$ cat src/rtl/pdg_pkg.sv
package pdg_pkg;
  typedef enum logic [2:0] {
    CMD_ACT = 3'd0,
    CMD_PRE = 3'd1,
    CMD_RD  = 3'd2,
    CMD_RDA = 3'd3,
    CMD_WR  = 3'd4,
    CMD_WRA = 3'd5,
    CMD_REF = 3'd6,
    CMD_MRS = 3'd7
  } pdg_cmd_e;
endpackage

$ cat src/rtl/pdg_entry_delay.sv
module pdg_entry_delay #(
  parameter int CFG_W = 6,
  parameter int DLY_W = CFG_W + 3
) (
  input  logic [2:0]       cmd_type,
  input  logic             bc4_fixed,
  input  logic [CFG_W-1:0] cfg_rl,
  input  logic [CFG_W-1:0] cfg_wl,
  input  logic [CFG_W-1:0] cfg_twr,
  input  logic [CFG_W-1:0] cfg_wr,
  input  logic [CFG_W-1:0] cfg_tmod,
  output logic [DLY_W-1:0] dly
);
  import pdg_pkg::*;
  localparam int PAD = DLY_W - CFG_W;

  logic [DLY_W-1:0] rl_x, wl_x, twr_x, wr_x, tmod_x, wl_tail;
  pdg_cmd_e kind;

  assign rl_x   = {{PAD{1'b0}}, cfg_rl};
  assign wl_x   = {{PAD{1'b0}}, cfg_wl};
  assign twr_x  = {{PAD{1'b0}}, cfg_twr};
  assign wr_x   = {{PAD{1'b0}}, cfg_wr};
  assign tmod_x = {{PAD{1'b0}}, cfg_tmod};
  assign kind   = pdg_cmd_e'(cmd_type);
  // write data tail: chop-4 fixed by mode register is two clocks shorter
  assign wl_tail = bc4_fixed ? (wl_x + DLY_W'(2)) : (wl_x + DLY_W'(4));

  always_comb begin
    unique case (kind)
      CMD_RD, CMD_RDA: dly = rl_x + DLY_W'(5);
      CMD_WR:          dly = wl_tail + twr_x;
      CMD_WRA:         dly = wl_tail + wr_x + DLY_W'(1);
      CMD_MRS:         dly = tmod_x;
      default:         dly = DLY_W'(1);
    endcase
  end
endmodule

$ cat src/rtl/pdg_countdown.sv
module pdg_countdown #(
  parameter int W        = 8,
  parameter int KEEP_MAX = 1
) (
  input  logic         clk,
  input  logic         rst_n,
  input  logic         load,
  input  logic [W-1:0] load_val,
  output logic         zero
);
  logic [W-1:0] cnt_q, dec, nxt;

  assign dec = (cnt_q == '0) ? '0 : cnt_q - W'(1);

  generate
    if (KEEP_MAX != 0) begin : g_keep_max
      // a newer, shorter wait never replaces a longer running one
      always_comb nxt = (load && (load_val > dec)) ? load_val : dec;
    end else begin : g_plain
      always_comb nxt = load ? load_val : dec;
    end
  endgenerate

  always_ff @(posedge clk) begin
    if (!rst_n) cnt_q <= '0;
    else        cnt_q <= nxt;
  end

  assign zero = (cnt_q == '0);
endmodule

$ cat src/rtl/ddr3_pd_guard.sv
module ddr3_pd_guard #(
  parameter int CFG_W = 6,
  parameter int RES_W = 16
) (
  input  logic             clk,
  input  logic             rst_n,
  input  logic             cmd_valid,
  input  logic [2:0]       cmd_type,
  input  logic             cmd_bc4_fixed,
  input  logic [CFG_W-1:0] cfg_rl,
  input  logic [CFG_W-1:0] cfg_wl,
  input  logic [CFG_W-1:0] cfg_twr,
  input  logic [CFG_W-1:0] cfg_wr,
  input  logic [CFG_W-1:0] cfg_tmod,
  input  logic [CFG_W-1:0] cfg_tcke,
  input  logic [CFG_W-1:0] cfg_txp,
  input  logic [CFG_W-1:0] cfg_txpdll,
  input  logic [RES_W-1:0] cfg_res_limit,
  input  logic             pd_req,
  input  logic             pd_wake,
  output logic             cke,
  output logic             entry_ok,
  output logic             force_exit,
  output logic             cmd_ok_nodll,
  output logic             cmd_ok_dll
);
  localparam int DLY_W  = CFG_W + 3;
  localparam int WAKE_N = 2;

  logic             cke_q;
  logic [CFG_W-1:0] pw_cnt;
  logic [RES_W-1:0] res_cnt;
  logic [DLY_W-1:0] dly, blk_val;
  logic             blk_zero, pw_ok, res_hit, go_down, go_up;
  logic [CFG_W-1:0] wake_cfg [WAKE_N];
  logic [WAKE_N-1:0] wake_zero;

  pdg_entry_delay #(.CFG_W(CFG_W), .DLY_W(DLY_W)) u_dly (
    .cmd_type (cmd_type),
    .bc4_fixed(cmd_bc4_fixed),
    .cfg_rl   (cfg_rl),
    .cfg_wl   (cfg_wl),
    .cfg_twr  (cfg_twr),
    .cfg_wr   (cfg_wr),
    .cfg_tmod (cfg_tmod),
    .dly      (dly)
  );

  // counter holds the cycles still to wait after the current one
  assign blk_val = (dly == '0) ? '0 : dly - DLY_W'(1);

  pdg_countdown #(.W(DLY_W), .KEEP_MAX(1)) u_block (
    .clk     (clk),
    .rst_n   (rst_n),
    .load    (cmd_valid && cke_q),
    .load_val(blk_val),
    .zero    (blk_zero)
  );

  // level width and residence tracking
  assign pw_ok   = ({1'b0, pw_cnt} + (CFG_W+1)'(1)) >= {1'b0, cfg_tcke};
  assign res_hit = ({1'b0, res_cnt} + (RES_W+1)'(1)) >= {1'b0, cfg_res_limit};

  assign entry_ok   = cke_q && blk_zero && !cmd_valid && pw_ok;
  assign force_exit = !cke_q && res_hit;
  assign go_down    = pd_req && entry_ok;
  assign go_up      = !cke_q && (pd_wake || force_exit) && pw_ok;

  always_ff @(posedge clk) begin
    if (!rst_n) begin
      cke_q   <= 1'b1;
      pw_cnt  <= '1;
      res_cnt <= '0;
    end else begin
      if (go_down)      cke_q <= 1'b0;
      else if (go_up)   cke_q <= 1'b1;

      if (go_down || go_up)  pw_cnt <= '0;
      else if (pw_cnt != '1) pw_cnt <= pw_cnt + CFG_W'(1);

      if (go_down)                        res_cnt <= '0;
      else if (!cke_q && res_cnt != '1)   res_cnt <= res_cnt + RES_W'(1);
    end
  end

  // exit wake-up timers: index 0 no DLL needed, index 1 locked DLL needed
  assign wake_cfg[0] = cfg_txp;
  assign wake_cfg[1] = cfg_txpdll;

  generate
    for (genvar i = 0; i < WAKE_N; i++) begin : g_wake
      logic [CFG_W-1:0] wval;
      assign wval = (wake_cfg[i] == '0) ? '0 : wake_cfg[i] - CFG_W'(1);
      pdg_countdown #(.W(CFG_W), .KEEP_MAX(0)) u_wake (
        .clk     (clk),
        .rst_n   (rst_n),
        .load    (go_up),
        .load_val(wval),
        .zero    (wake_zero[i])
      );
    end
  endgenerate

  assign cke          = cke_q;
  assign cmd_ok_nodll = cke_q && wake_zero[0];
  assign cmd_ok_dll   = cke_q && wake_zero[1];
endmodule

$ cat config.mk
export PLATFORM = sky130hd
export DESIGN_NAME = ddr3_pd_guard
export DESIGN_NICKNAME = d
export VERILOG_FILES = /design/src/rtl/pdg_pkg.sv /design/src/rtl/pdg_entry_delay.sv /design/src/rtl/pdg_countdown.sv /design/src/rtl/ddr3_pd_guard.sv
export SDC_FILE = /design/constraint.sdc
export NUM_CORES = 1
export LEC_CHECK = 0
export BUFFER_PORTS_ARGS = -buffer_cell sky130_fd_sc_hd__buf_2
export CAP_MARGIN = 5
export CORE_ASPECT_RATIO = 0.9
export CORE_MARGIN = 1.5
export CORE_UTILIZATION = 50
export CTS_CLUSTER_DIAMETER = 30
export DETAILED_ROUTE_END_ITERATION = 8
export PLACE_DENSITY = 0.69
export RECOVER_POWER = 50
export SETUP_SLACK_MARGIN = 0.5
export SLEW_MARGIN = 20
export SYNTH_ARGS = -nofsm -noshare
export SYNTH_HDL_FRONTEND = slang
export SYNTH_HIERARCHICAL = 1
export SYNTH_SLANG_ARGS = --single-unit
$ cat constraint.sdc
create_clock -name clk -period 8.1 [get_ports clk]
set_input_delay 2.025 -clock clk [delete_from_list [all_inputs] [get_ports clk]]
set_output_delay 2.025 -clock clk [all_outputs]
set_load 0.01 [all_outputs]
After elaboration in Yosys (flattened, before gate mapping) --
Cells that the tools add are included.
Cells by class: add/sub/neg operators 16, $lt $le $gt $ge 3, eq/ne operators 7, multiplexer cells 15, bitwise logic cells 1, reductions and logical operators 26
Operators with widths (number):
- 6-bit two-way mux | 8
- 9-bit two-way mux | 4
- 9-bit case mux with 4 select lines | 1
- 6-bit logical NOT | 4
- 6-bit by 1-bit subtractor with 6-bit output (second input constant) | 4
- 9-bit by 6-bit adder with 9-bit output | 2
- 9-bit logical NOT | 2
- 9-bit by 1-bit subtractor with 9-bit output (second input constant) | 2
- 16-bit by 1-bit adder with 17-bit output (second input constant) | 1
- 17-bit by 16-bit >= comparator with 1-bit output | 1
- 16-bit by 1-bit adder with 16-bit output (second input constant) | 1
- 16-bit != test (second input constant) | 1
- 6-bit by 3-bit adder with 7-bit output (second input constant) | 2
- 1-bit logical AND | 12
- 9-bit by 1-bit adder with 9-bit output (second input constant) | 1
- 3-bit == test (second input constant) | 3
- 9-bit > comparator | 1
- 6-bit by 1-bit adder with 7-bit output (second input constant) | 1
- 6-bit by 2-bit adder with 7-bit output (second input constant) | 1
- 7-bit by 6-bit >= comparator with 1-bit output | 1
- 6-bit by 1-bit adder with 6-bit output (second input constant) | 1
- 3-bit by 2-bit == test with 1-bit output (second input constant) | 2
- 6-bit != test (second input constant) | 1
- 2-bit nonzero test | 2
- 5 further kinds | 9
Word-level totals: register bits 44, input port bits 73, output and inout port bits 5, logic and storage cells 74

Logic depth before layout (Yosys ltp) --
Gate-level depths: netlist of run 1.
word-level depth 10, gate-level depth with buffers 21

Modules after synthesis --
Netlist of run 1, hierarchy kept.
Modules (own cells, without submodules):
- ddr3_pd_guard | times used 1, cells an instance 299, area an instance 2322.2 µm², sequential area each 460.4 µm²
- pdg_entry_delay | times used 1, cells an instance 126, area an instance 919.6 µm², sequential area each 0.0 µm²
- pdg_countdown (u_block) | times used 1, cells an instance 100, area an instance 795.8 µm², sequential area each 180.2 µm²
- pdg_countdown (g_wake[0].u_wake ...) | times used 2, cells an instance 41, area an instance 350.3 µm², sequential area each 120.1 µm²

Worst setup path before layout of run 1 --
OpenSTA, ideal clock, no wires.
path kind input -> register, start input port cmd_bc4_fixed, end register u_block.cnt_q[6], library setup time 0.121 ns, data arrival time 6.252 ns, path slack 1.727 ns, cell stages on the path 19, cell sequence clkbuf_2 -> xor2_1 -> ha_1 -> nor2b_1 -> o21ai_0 -> or3b_2 -> nand2_1 -> o21ai_0 -> nor2_1 -> nand4bb_1 -> nor4_1 -> nor2_1 -> ha_1 -> and4_1 -> nand3_1 -> a21oi_1 -> o221a_2 -> buf_2 -> mux2_2
On the way: cells in the longest elaborated chain, start to end 9, elaborated cells on any way between the ends 11
RTL lines:
- from (decl) | line ddr3_pd_guard.sv:9 | input logic cmd_bc4_fixed,
- 9-bit two-way mux (*) | line pdg_entry_delay.sv:27 | assign wl_tail = bc4_fixed ? (wl_x + DLY_W'(2)) : (wl_x + DLY_W'(4));
- 9-bit by 6-bit adder with 9-bit output | line pdg_entry_delay.sv:33 | CMD_WRA: dly = wl_tail + wr_x + DLY_W'(1);
- 9-bit by 1-bit adder with 9-bit output | line pdg_entry_delay.sv:33
- 9-bit case mux with 4 select lines (*) | line pdg_entry_delay.sv:30 | unique case (kind)
- net dly[3] | line ddr3_pd_guard.sv:33 | logic [DLY_W-1:0] dly, blk_val;
- 9-bit by 1-bit subtractor with 9-bit output / 9-bit logical NOT (equally long branches) | line ddr3_pd_guard.sv:50 | assign blk_val = (dly == '0) ? '0 : dly - DLY_W'(1);
- 9-bit two-way mux (*) | line ddr3_pd_guard.sv:50
- net blk_val[7] | line ddr3_pd_guard.sv:33
- 9-bit > comparator (*) | line pdg_countdown.sv:18 | always_comb nxt = (load && (load_val > dec)) ? load_val : dec;
- 1-bit logical AND (*) | line pdg_countdown.sv:18
- 9-bit two-way mux (*) | line pdg_countdown.sv:18
- to (signal assigned) | line pdg_countdown.sv:26 | else cnt_q <= nxt;
- to (decl) | line pdg_countdown.sv:11 | logic [W-1:0] cnt_q, dec, nxt;
Mark *: on every way through the listed nets, which the timed path passes. The rest lies on a longest branch. A chain may end at the register's enable or synchronous reset.

Worst setup path after layout of run 1 --
Ends and elaborated chain as after synthesis.

==> results by group, run 1 <==
Place
  – Placer Congestion: 0.863
  – DP Wirelength: 8550 µm
  – Port buffer count: 77

Timing
  – Fin. max-slew vios: 0
  – Final Setup Violations: 0
  – Final Hold Fails: 0
  – Period Utilization, post-route: 81.1%
  – Relative slew slack: 1.42%
  – Slew at the pin closest to its max-slew limit: 1.46 ns
  – Unrepaired setup endpoints after global routing: false
  – Worst clock skew: 0.0122 ns
  – Fmax: 152 MHz
  – Fin Setup TNS: 0 ns
  – Min Tclk post-route: 6.57 ns

Worst setup path
  – Delay-heaviest family, CP: simple AND/OR/NAND/NOR gates
  – CP Max Fanout: 9
  – Critical Path Slowest Stage Cell: nor4_1
  – CP endpoint kind: register
  – CP bufs+invs: 1
  – CP peak stage delay: 0.79 ns
  – WS Path Type: in2reg
  – CP cell instances: buf_2 > xor2_1 > ha_1 > nor2b_1 > o21ai_0 > or3b_2 > nand2_1 > o21ai_0 > nor2_1 > nand4bb_1 > nor4_1 > nor2_1 > ha_1 > and4_1 > nand3_1 > a21oi_1 > o221a_2 > mux2_2
  – Worst EP required: 8.29 ns
  – CP arrival: 6.76 ns
  – CP startpoint kind: input port

Yosys
  – Top cells by count, synth: nor2_1, ha_1, nand2_1
  – Area share of the leading cell type in the synthesized netlist: 18.6%
  – Synth Area per Inst: 7.81 µm²
  – Ys async rst share: 0%
  – Post-synth EDFFs: 0
  – Post-synth design cell area: 4740 µm²
  – Number of synthesis warnings: 6
  – Top-count cell post-synth: nor2_1
  – Register bit total from synthesis: 44
  – Net Count, Synth: 743
  – Synth unique cells: 71
  – Share of the yosys chip area belonging to registers: 18.6%
  – Predominant post-synthesis flop cell: dfxtp_1
  – Cells after Synth: 607
  – Biggest area consumer among synthesized cells: dfxtp_1
  – Top cells by area, synth: dfxtp_1, ha_1, xnor2_1

GRT
  – Initial antenna violation count: 0
  – Global routing's busiest layer: met2
  – Met3 GRT Util: 2.80%
  – GR Layer Usage met2: 34.0%
  – Pin count of the biggest net entering global routing: 35
  – Global-route wire length before repair: 17300 µm
  – GR Util met1: 29.4%
  – Total gr overflow: 0
  – Total track usage: 20.7%
  – Vias in the first global route: 3899

Die
  – Core area: 9170 µm²
  – Die Span Y: 95.4 µm
  – Die extent in x: 106 µm
  – Initial Util: 51.7%
  – I/O Pins: 78
  – Total Die Area: 10100 µm²
  – Core Rows: 33

Status
  – Failing checks: max-capacitance violations
  – Status: complete, but fails checks

Power
  – Sw Ratio: 43.0%
  – Sequential Power Share: 25.5%
  – PwrDens: 238 nW/µm²
  – Leakage power: 2.40 nW
  – Tot Pwr: 1.25 mW
  – Sw Pwr: 0.535 mW
  – Power Internal: 0.710 mW
  – Peak VDD IR: 0.106 mV
  – Clock group share of total power: 13.8%
  – Part of the power in combinational logic: 60.6%

Layout
  – Syn-to-layout area delta: 10.7%
  – Layout cells sized above 1: 15.5%
  – Antenna cells: 0
  – Filler cells: 881
  – Final #Nets: 806
  – Final Core Density: 57.2%

Clock tree
  – Total CTS buffers: 5
  – Worst skew pair latency: 0.30 ns
  – Post_cts resized: 0
  – CTS H-tree lvls: 2
  – CTS sink count: 44
  – Post-CTS Hold Buffers: 0
  – Clk buf depth: 2
  – Root Driver: clkbuf_8
  – CTS tree: built
  – # Post-CTS Setup Buffers: 0
  – Clk slew on worst S/H paths: 0.09 ns

Drt
  – Drt drc: 0
  – Initial drt markers: 223
  – Vias: 4249
  – WL final: 10300 µm
  – Routed WL per cell: 13.0 µm
  – ANT nets after route: 0
  – Via density per instance: 5.36
  – Detailed-router iteration count before antenna repair: 4

Run
  – Max Cap Viol: 1

Hold path
  – Hold Path Class: reg2reg
layout make-up:
type	instances	area [µm²]	share of cell area (%)
sequential	44	881	16.8
timing repair buffer	77	384	7.33
clock buffer	5	68.8	1.31
clock inverter	3	46.3	0.883
inverter	51	191	3.65
tap	122	153	2.91
multi-input combinational	491	3520	67.1
layout by cell type, fill, tap and decap left out, types with 6 or more instances in the layout:
cell type / instances
buf_2: 76
nor2_1: 74
ha_1: 61
nand2_1: 54
inv_1: 51
dfxtp_1: 44
xnor2_1: 41
a21oi_1: 34
xor2_1: 26
nand3_1: 20
o21ai_0: 18
nor3_1: 13
mux2i_1: 13
o31ai_1: 12
nand2b_1: 9
nand4_1: 7
o211ai_1: 7
or3_1: 6
a21o_1: 6
final timing paths:
check	to	slack [ns]	from	cells after the start
setup / recovery	u_block/cnt_q[6]	1.53	cmd_bc4_fixed	18
hold / removal	res_cnt[1]	0.50	res_cnt[1]	2
setup reg to reg	g_wake[0].u_wake/cnt_q[5]	3.85	res_cnt[0]	14
hold reg to reg	res_cnt[1]	0.50	res_cnt[1]	2
sequential cells by signal (all words and copies together), names as in the netlist:
| register | flops |
|---|---|
| cke | 1 |
| g_wake.u_wake/cnt_q | 12 |
| pw_cnt | 6 |
| res_cnt | 16 |
| u_block/cnt_q | 9 |
power groups by stage:
stage,Combinational (mW),Clock (mW),Sequential [mW]
2_1_floorplan,0.615,0,0.312
3_3_place_gp,0.736,0,0.321
3_5_place_dp,0.760,0,0.322
4_1_cts,0.765,0.177,0.317
5_1_grt,0.852,0.185,0.325
6_report,0.755,0.172,0.318
worst reg2reg max path: cells and delay by family, from the launching register on:
kind                       cells  cell delay, ns
AOI/OAI and AO/OA              5            1.63
xor gates and xnor gates       1            0.10
adders and majority gates      2            0.57
buffers and inverters          1            0.22
DFF                            1            0.43
and+or+nand+nor                5            1.21
kinds of logic after synthesis:
group	Yosys count	share of synthesized area [%]
and+or+nand+nor	225	24.6
AOI/OAI and AO/OA	118	17.1
buffers and inverters	72	6.68
xor gates and xnor gates	67	12.4
adders and majority gates	63	17.0
DFF	44	18.6
muxes	17	3.70
other	1	0.0791
stage by stage:
step | worst slack, ns | hold slack [ns] | instance area [µm²] | std cells
floorplan | 1.73 | 0.459 | 4740 | 607
global route | 1.08 | 0.539 | 5240 | 793
global placement | 1.46 | 0.487 | 5150 | 785
detailed placement | 1.24 | 0.491 | 5150 | 785
CTS | 1.56 | 0.505 | 5270 | 793
finish | 1.53 | 0.505 | 5240 | 793
per-layer routing:
layer | vias up | part of all wire (%)
met5 | - | 0
met4 | 0 | 0.64
met3 | 6 | 4.1
met2 | 89 | 44
met1 | 1918 | 51
li1 | 2236 | -
No activity file was read; power rests on OpenSTA's default activity.
==> run 2, diff against run 1 <==
==> constraint.sdc (replaced) <==
create_clock -name clk -period 6.7 [get_ports clk]
set_input_delay 1.675 -clock clk [delete_from_list [all_inputs] [get_ports clk]]
set_output_delay 1.675 -clock clk [all_outputs]
set_load 0.01 [all_outputs]
==> results by group, run 2 (synthesized netlist as in run 1, its figures left out) <==
Timing
  – Min Tclk post-route: 5.66 ns
  – Unrepaired setup endpoints after global routing: false
  – Slew at the pin closest to its max-slew limit: 1.42 ns
  – Worst clock skew: 0.0159 ns
  – Fmax: 177 MHz
  – Final Hold Fails: 0
  – Period Utilization, post-route: 84.5%
  – Relative slew slack: 3.92%
  – Final Setup Violations: 0
  – Fin Setup TNS: 0 ns
  – Fin. max-slew vios: 0

Place
  – Port buffer count: 77
  – Cell Area, Placed: 5160 µm²
  – Placer Congestion: 0.806
  – DP Wirelength: 8560 µm

Clock tree
  – Root Driver: clkbuf_8
  – CTS sink count: 44
  – CTS tree: built
  – Worst skew pair latency: 0.30 ns
  – Total CTS buffers: 5
  – CTS H-tree lvls: 2
  – # Post-CTS Setup Buffers: 0
  – Clk slew on worst S/H paths: 0.09 ns
  – Post_cts resized: 0
  – Clk buf depth: 2
  – Post-CTS Hold Buffers: 0

Drt
  – ANT nets after route: 0
  – Vias: 4267
  – Drt drc: 0
  – Detailed-router iteration count before antenna repair: 4
  – Via density per instance: 5.37
  – WL final: 10500 µm
  – Initial drt markers: 163
  – Routed WL per cell: 13.2 µm

Die
  – I/O Pins: 78
  – Core Rows: 33
  – Total Die Area: 10100 µm²
  – Die extent in x: 106 µm
  – Initial Util: 51.7%
  – Core area: 9170 µm²
  – Die Span Y: 95.4 µm

Worst setup path
  – Most used cell, CP: ha_1
  – Delay-heaviest family, CP: compound AO/OA/AOI/OAI gates
  – Cell depth of the worst setup path: 21
  – WS Path Type: in2reg
  – Reg2reg path depth: 14
  – CP Max Fanout: 9
  – CP cell instances: buf_2 > ha_1 > xnor2_1 > a21oi_1 > ha_1 > nand3_1 > nand3b_1 > xnor2_1 > o22ai_1 > a21o_1 > nor2_1 > nand4bb_1 > nor4_1 > buf_4 > nor2_1 > ha_1 > and4_1 > nand3_1 > a21oi_1 > o221a_2 > mux2_2
  – Worst EP required: 6.90 ns
  – Critical Path Slowest Stage Cell: o221a_2
  – CP startpoint kind: input port
  – CP peak stage delay: 0.40 ns
  – CP bufs+invs: 2
  – CP arrival: 5.86 ns
  – CP endpoint kind: register

Layout
  – Commonest non-fill, non-tap cell in the layout: buf_2
  – Most frequent cells in the layout: buf_2, nor2_1, ha_1
  – Largest register FFs: 16
  – Biggest register: res_cnt
  – Antenna cells: 0
  – Syn-to-layout area delta: 10.6%
  – Layout cells sized above 1: 15.3%
  – Final instance area: 5240 µm²
  – Final #Nets: 807
  – Largest registers: res_cnt x16, g_wake.u_wake/cnt_q x12, u_block/cnt_q x9
  – Final Core Density: 57.2%
  – Filler cells: 907

GRT
  – Total gr overflow: 0
  – Vias in the first global route: 4070
  – Pin count of the biggest net entering global routing: 35
  – Total track usage: 21.6%
  – Global-route wire length before repair: 18100 µm
  – Initial antenna violation count: 0

Hold path
  – Hold Path Class: reg2reg
  – WHS Path Cells: 2

Run
  – Max Cap Viol: 0

Power
  – PwrDens: 288 nW/µm²
  – Peak VDD IR: 0.128 mV
  – Leakage power: 2.40 nW
  – Tot Pwr: 1.51 mW

Status
  – Status: finished clean
## run 2: changes by cell type in the layout (fill, tap and decap cells not counted)
cell,delta
buf_4,+1
o31ai_1,+1
o31ai_2,-1
nand3_1,+1
nand3_2,-1
## run 2: worst min-delay path: stages (launching register included)
cell and delay [ns]:
dfxtp_1 0.35, nand2_1 0.06, a21oi_1 0.05
## run 2: through the flow
| stage | hold slack (ns) | std cells | worst slack, ns |
|---|---|---|---|
| finish | 0.503 | 794 | 1.04 |
| global route | 0.539 | 794 | 0.673 |
| CTS | 0.503 | 794 | 1.04 |
| detailed placement | 0.489 | 786 | 0.720 |
| global placement | 0.487 | 786 | 0.915 |
| floorplan | 0.459 | 607 | 0.677 |
## run 2: worst paths after layout
path / startpoint / endpoint / slack [ns]
hold / removal: res_cnt[1] / res_cnt[1] / 0.50
setup / recovery: cfg_wl[1] / u_block/cnt_q[6] / 1.04
setup reg to reg: res_cnt[0] / g_wake[0].u_wake/cnt_q[5] / 2.40
hold reg to reg: res_cnt[1] / res_cnt[1] / 0.50
## run 2: layout make-up
cell class | instances | area, µm² | share of cell area (%)
multi-input cells | 491 | 3510 | 67.0
flip-flops and latches | 44 | 881 | 16.8
repair buffers | 78 | 392 | 7.47
inverters | 51 | 191 | 3.65
well taps | 122 | 153 | 2.91
clock buffers | 5 | 68.8 | 1.31
clock inverters | 3 | 46.3 | 0.883
## run 2: routing by layer
metal	wire length [µm]	global-route usage (%)	vias up
met5	0	0	-
met4	79	3.94	0
met3	370	2.67	7
met2	4710	35.7	85
met1	5300	30.6	1936
li1	-	-	2239
## run 2: report_power, final
group / leakage, nW / internal [mW] / switching (mW)
logic: 1.99 / 0.417 / 0.491
clock network: 0.0548 / 0.112 / 0.101
registers: 0.360 / 0.328 / 0.0589
total: 2.40 / 0.858 / 0.651
==> run 3, diff against run 2 <==
--- a/config.mk
+++ b/config.mk
@@ -5,6 +5,7 @@
 export SDC_FILE = /design/constraint.sdc
 export NUM_CORES = 1
 export LEC_CHECK = 0
+export ABC_AREA = 1
 export BUFFER_PORTS_ARGS = -buffer_cell sky130_fd_sc_hd__buf_2
 export CAP_MARGIN = 5
 export CORE_ASPECT_RATIO = 0.9
@@ -12,7 +13,7 @@
 export CORE_UTILIZATION = 50
 export CTS_CLUSTER_DIAMETER = 30
 export DETAILED_ROUTE_END_ITERATION = 8
-export PLACE_DENSITY = 0.69
+export PLACE_DENSITY = 0.71
 export RECOVER_POWER = 50
 export SETUP_SLACK_MARGIN = 0.5
 export SLEW_MARGIN = 20
==> constraint.sdc (replaced) <==
create_clock -name clk -period 5.07 [get_ports clk]
set_input_delay 1.2675 -clock clk [delete_from_list [all_inputs] [get_ports clk]]
set_output_delay 1.2675 -clock clk [all_outputs]
set_load 0.01 [all_outputs]
==> results by group, run 3 <==
Status
  – Status: finished clean

Power
  – Peak VDD IR: 0.263 mV
  – PwrDens: 407 nW/µm²
  – Power Internal: 1.40 mW
  – Tot Pwr: 2.70 mW
  – Sw Ratio: 48.4%
  – Sequential Power Share: 19.2%
  – Part of the power in combinational logic: 68.6%
  – Clock group share of total power: 12.2%
  – Leakage power: 3.43 nW
  – Sw Pwr: 1.31 mW

Die
  – Total Die Area: 11100 µm²
  – Initial Util: 51.3%
  – Die extent in x: 111 µm
  – I/O Pins: 78
  – Core area: 10200 µm²
  – Die Span Y: 100 µm
  – Core Rows: 35

Clock tree
  – Worst skew pair latency: 0.29 ns
  – CTS sink count: 44
  – CTS H-tree lvls: 2
  – Root Driver: clkbuf_16
  – Clk slew on worst S/H paths: 0.06 ns
  – Total CTS buffers: 5
  – CTS tree: built
  – Clk buf depth: 2
  – Post-CTS Hold Buffers: 0

Yosys
  – Cells after Synth: 846
  – Net Count, Synth: 982
  – Post-synth EDFFs: 0
  – Biggest area consumer among synthesized cells: dfxtp_1
  – Top cells by area, synth: dfxtp_1, nand2_1, ha_1
  – Ys async rst share: 0%
  – Synth Area per Inst: 6.21 µm²
  – Top-count cell post-synth: nand2_1
  – Share of the yosys chip area belonging to registers: 16.8%
  – Predominant post-synthesis flop cell: dfxtp_1
  – Number of synthesis warnings: 6
  – Post-synth design cell area: 5260 µm²
  – Synth unique cells: 44
  – Top cells by count, synth: nand2_1, inv_1, nor2_1
  – Area share of the leading cell type in the synthesized netlist: 16.8%
  – Register bit total from synthesis: 44

Timing
  – Worst clock skew: 0.00732 ns
  – Unrepaired setup endpoints after global routing: true
  – Final Setup Violations: 0
  – Min Tclk post-route: 4.68 ns
  – Final Hold Fails: 0
  – Fmax: 214 MHz
  – Slew at the pin closest to its max-slew limit: 0.680 ns
  – Fin Setup TNS: 0 ns
  – Worst setup margin: 0.389 ns
  – Relative slew slack: 54.6%
  – Fin. max-slew vios: 0
  – Period Utilization, post-route: 92.3%

GRT
  – Total gr overflow: 0
  – Global-route wire length before repair: 20700 µm
  – Vias in the first global route: 4852
  – Initial antenna violation count: 0
  – Pin count of the biggest net entering global routing: 20
  – Total track usage: 21.9%

Layout
  – Largest register FFs: 16
  – Reg area: 881 µm²
  – Layout cells sized above 1: 23.9%
  – Commonest non-fill, non-tap cell in the layout: nand2_1
  – Filler cells: 955
  – Multi-input gate area: 4170 µm²
  – Final Core Density: 64.9%
  – Biggest register: res_cnt
  – Most frequent cells in the layout: nand2_1, inv_1, nor2_1
  – Largest registers: res_cnt x16, g_wake.u_wake/cnt_q x12, u_block/cnt_q x9
  – Final #Nets: 1084
  – Syn-to-layout area delta: 26.5%
  – Antenna cells: 0

Place
  – Port buffer count: 77
  – DP Wirelength: 9370 µm
  – Post-Place Worst Slack: 0.000605 ns
  – Placer Congestion: 0.858

Worst setup path
  – CP startpoint kind: input port
  – WS Path Type: in2reg
  – Worst EP required: 5.25 ns
  – CP Max Fanout: 9
  – CP arrival: 4.86 ns
  – CP endpoint kind: register

Drt
  – ANT nets after route: 0
  – Detailed-router iteration count before antenna repair: 5
  – Vias: 5337
  – Initial drt markers: 265
  – WL final: 12800 µm
  – Drt drc: 0
  – Via density per instance: 4.95
  – Routed WL per cell: 11.9 µm

Hold path
  – Hold Path Class: reg2reg

Run
  – Max Cap Viol: 0
==> run 3: cell types whose count changed in the layout (fill, tap and decap cells not counted), sizes merged, moves of 19 or more <==
cell   delta
buf      +19
nand3    +46
nand2   +170
nor2     +31
a21oi    +32
xnor2    -31
inv     +115
==> run 3: final timing paths <==
| check | cells after the start | from | endpoint | slack, ns |
|---|---|---|---|---|
| setup reg to reg | 21 | res_cnt[0] | g_wake[0].u_wake/cnt_q[5] | 1.54 |
| hold reg to reg | 2 | res_cnt[1] | res_cnt[1] | 0.49 |
| hold / removal | 2 | res_cnt[1] | res_cnt[1] | 0.49 |
| setup / recovery | 26 | cfg_wl[2] | u_block/cnt_q[7] | 0.39 |
==> run 3: per-stage QoR <==
stage | instances | hold slack (ns) | cell area (µm²)
2_1_floorplan | 846 | 0.455 | 5390
3_3_place_gp | 1046 | 0.477 | 5890
3_5_place_dp | 1046 | 0.482 | 5890
4_1_cts | 1060 | 0.491 | 6110
5_1_grt | 1078 | 0.532 | 6650
6_report | 1078 | 0.487 | 6650
==> run 3: power groups by stage <==
stage	clock network (mW)	registers, mW	logic (mW)
floorplan	0	0.508	1.29
global placement	0	0.523	1.54
detailed placement	0	0.524	1.55
CTS	0.337	0.516	1.61
global route	0.348	0.531	2.10
finish	0.331	0.519	1.85
==> run 3: timing repair <==
item	CTS	global route
setup endpoints to repair	9	9
gates cloned	2	3
buffers inserted	4	15
pin swaps	7	44
gates resized for setup	4	83
==> run 3: metal layers <==
metal  vias to the layer above  GRT usage, %  share of wire [%]
li1                       2869             -                  -
met1                      2341          29.4                 48
met2                       115          38.2                 47
met3                        12          2.60                4.1
met4                         0          4.38               0.94
met5                         -             0                  0
==> run 3: cell type report <==
| cell class | count | area share [%] |
|---|---|---|
| Inverter | 168 | 9.54 |
| Tap cell | 129 | 2.43 |
| Sequential cell | 44 | 13.3 |
| Clock buffer | 7 | 2.15 |
| Multi-Input combinational cell | 628 | 62.8 |
| Clock inverter | 1 | 0.113 |
| Timing Repair Buffer | 101 | 9.77 |
==> run 3: kinds of logic (layout without fill, tap and decap cells) <==
group	count (synthesis)	after routing	synth area share, %
simple gates	439	441	38.6
buf+inv	176	277	13.5
compound gates	89	89	10.1
fa+ha+maj	63	63	15.3
flops	44	44	16.8
xor+xnor	34	34	5.67
other cells	1	1	0.0713
==> run 3: critical path, stage by stage <==
cell     delay (ns)
buf_8          0.11
ha_4           0.17
xnor2_4        0.15
a21oi_4        0.08
buf_6          0.13
ha_4           0.27
nand2_2        0.05
inv_2          0.07
a21oi_4        0.05
or2_0          0.21
nand3_2        0.10
nand3_4        0.10
nor4_4         0.32
inv_2          0.09
nor4_4         0.30
buf_6          0.20
nor2_4         0.05
ha_4           0.28
nand2_4        0.06
a21oi_1        0.20
nor2_2         0.07
buf_4          0.17
nand3_4        0.12
nand3_1        0.10
nand2_1        0.08
nor2_1         0.05
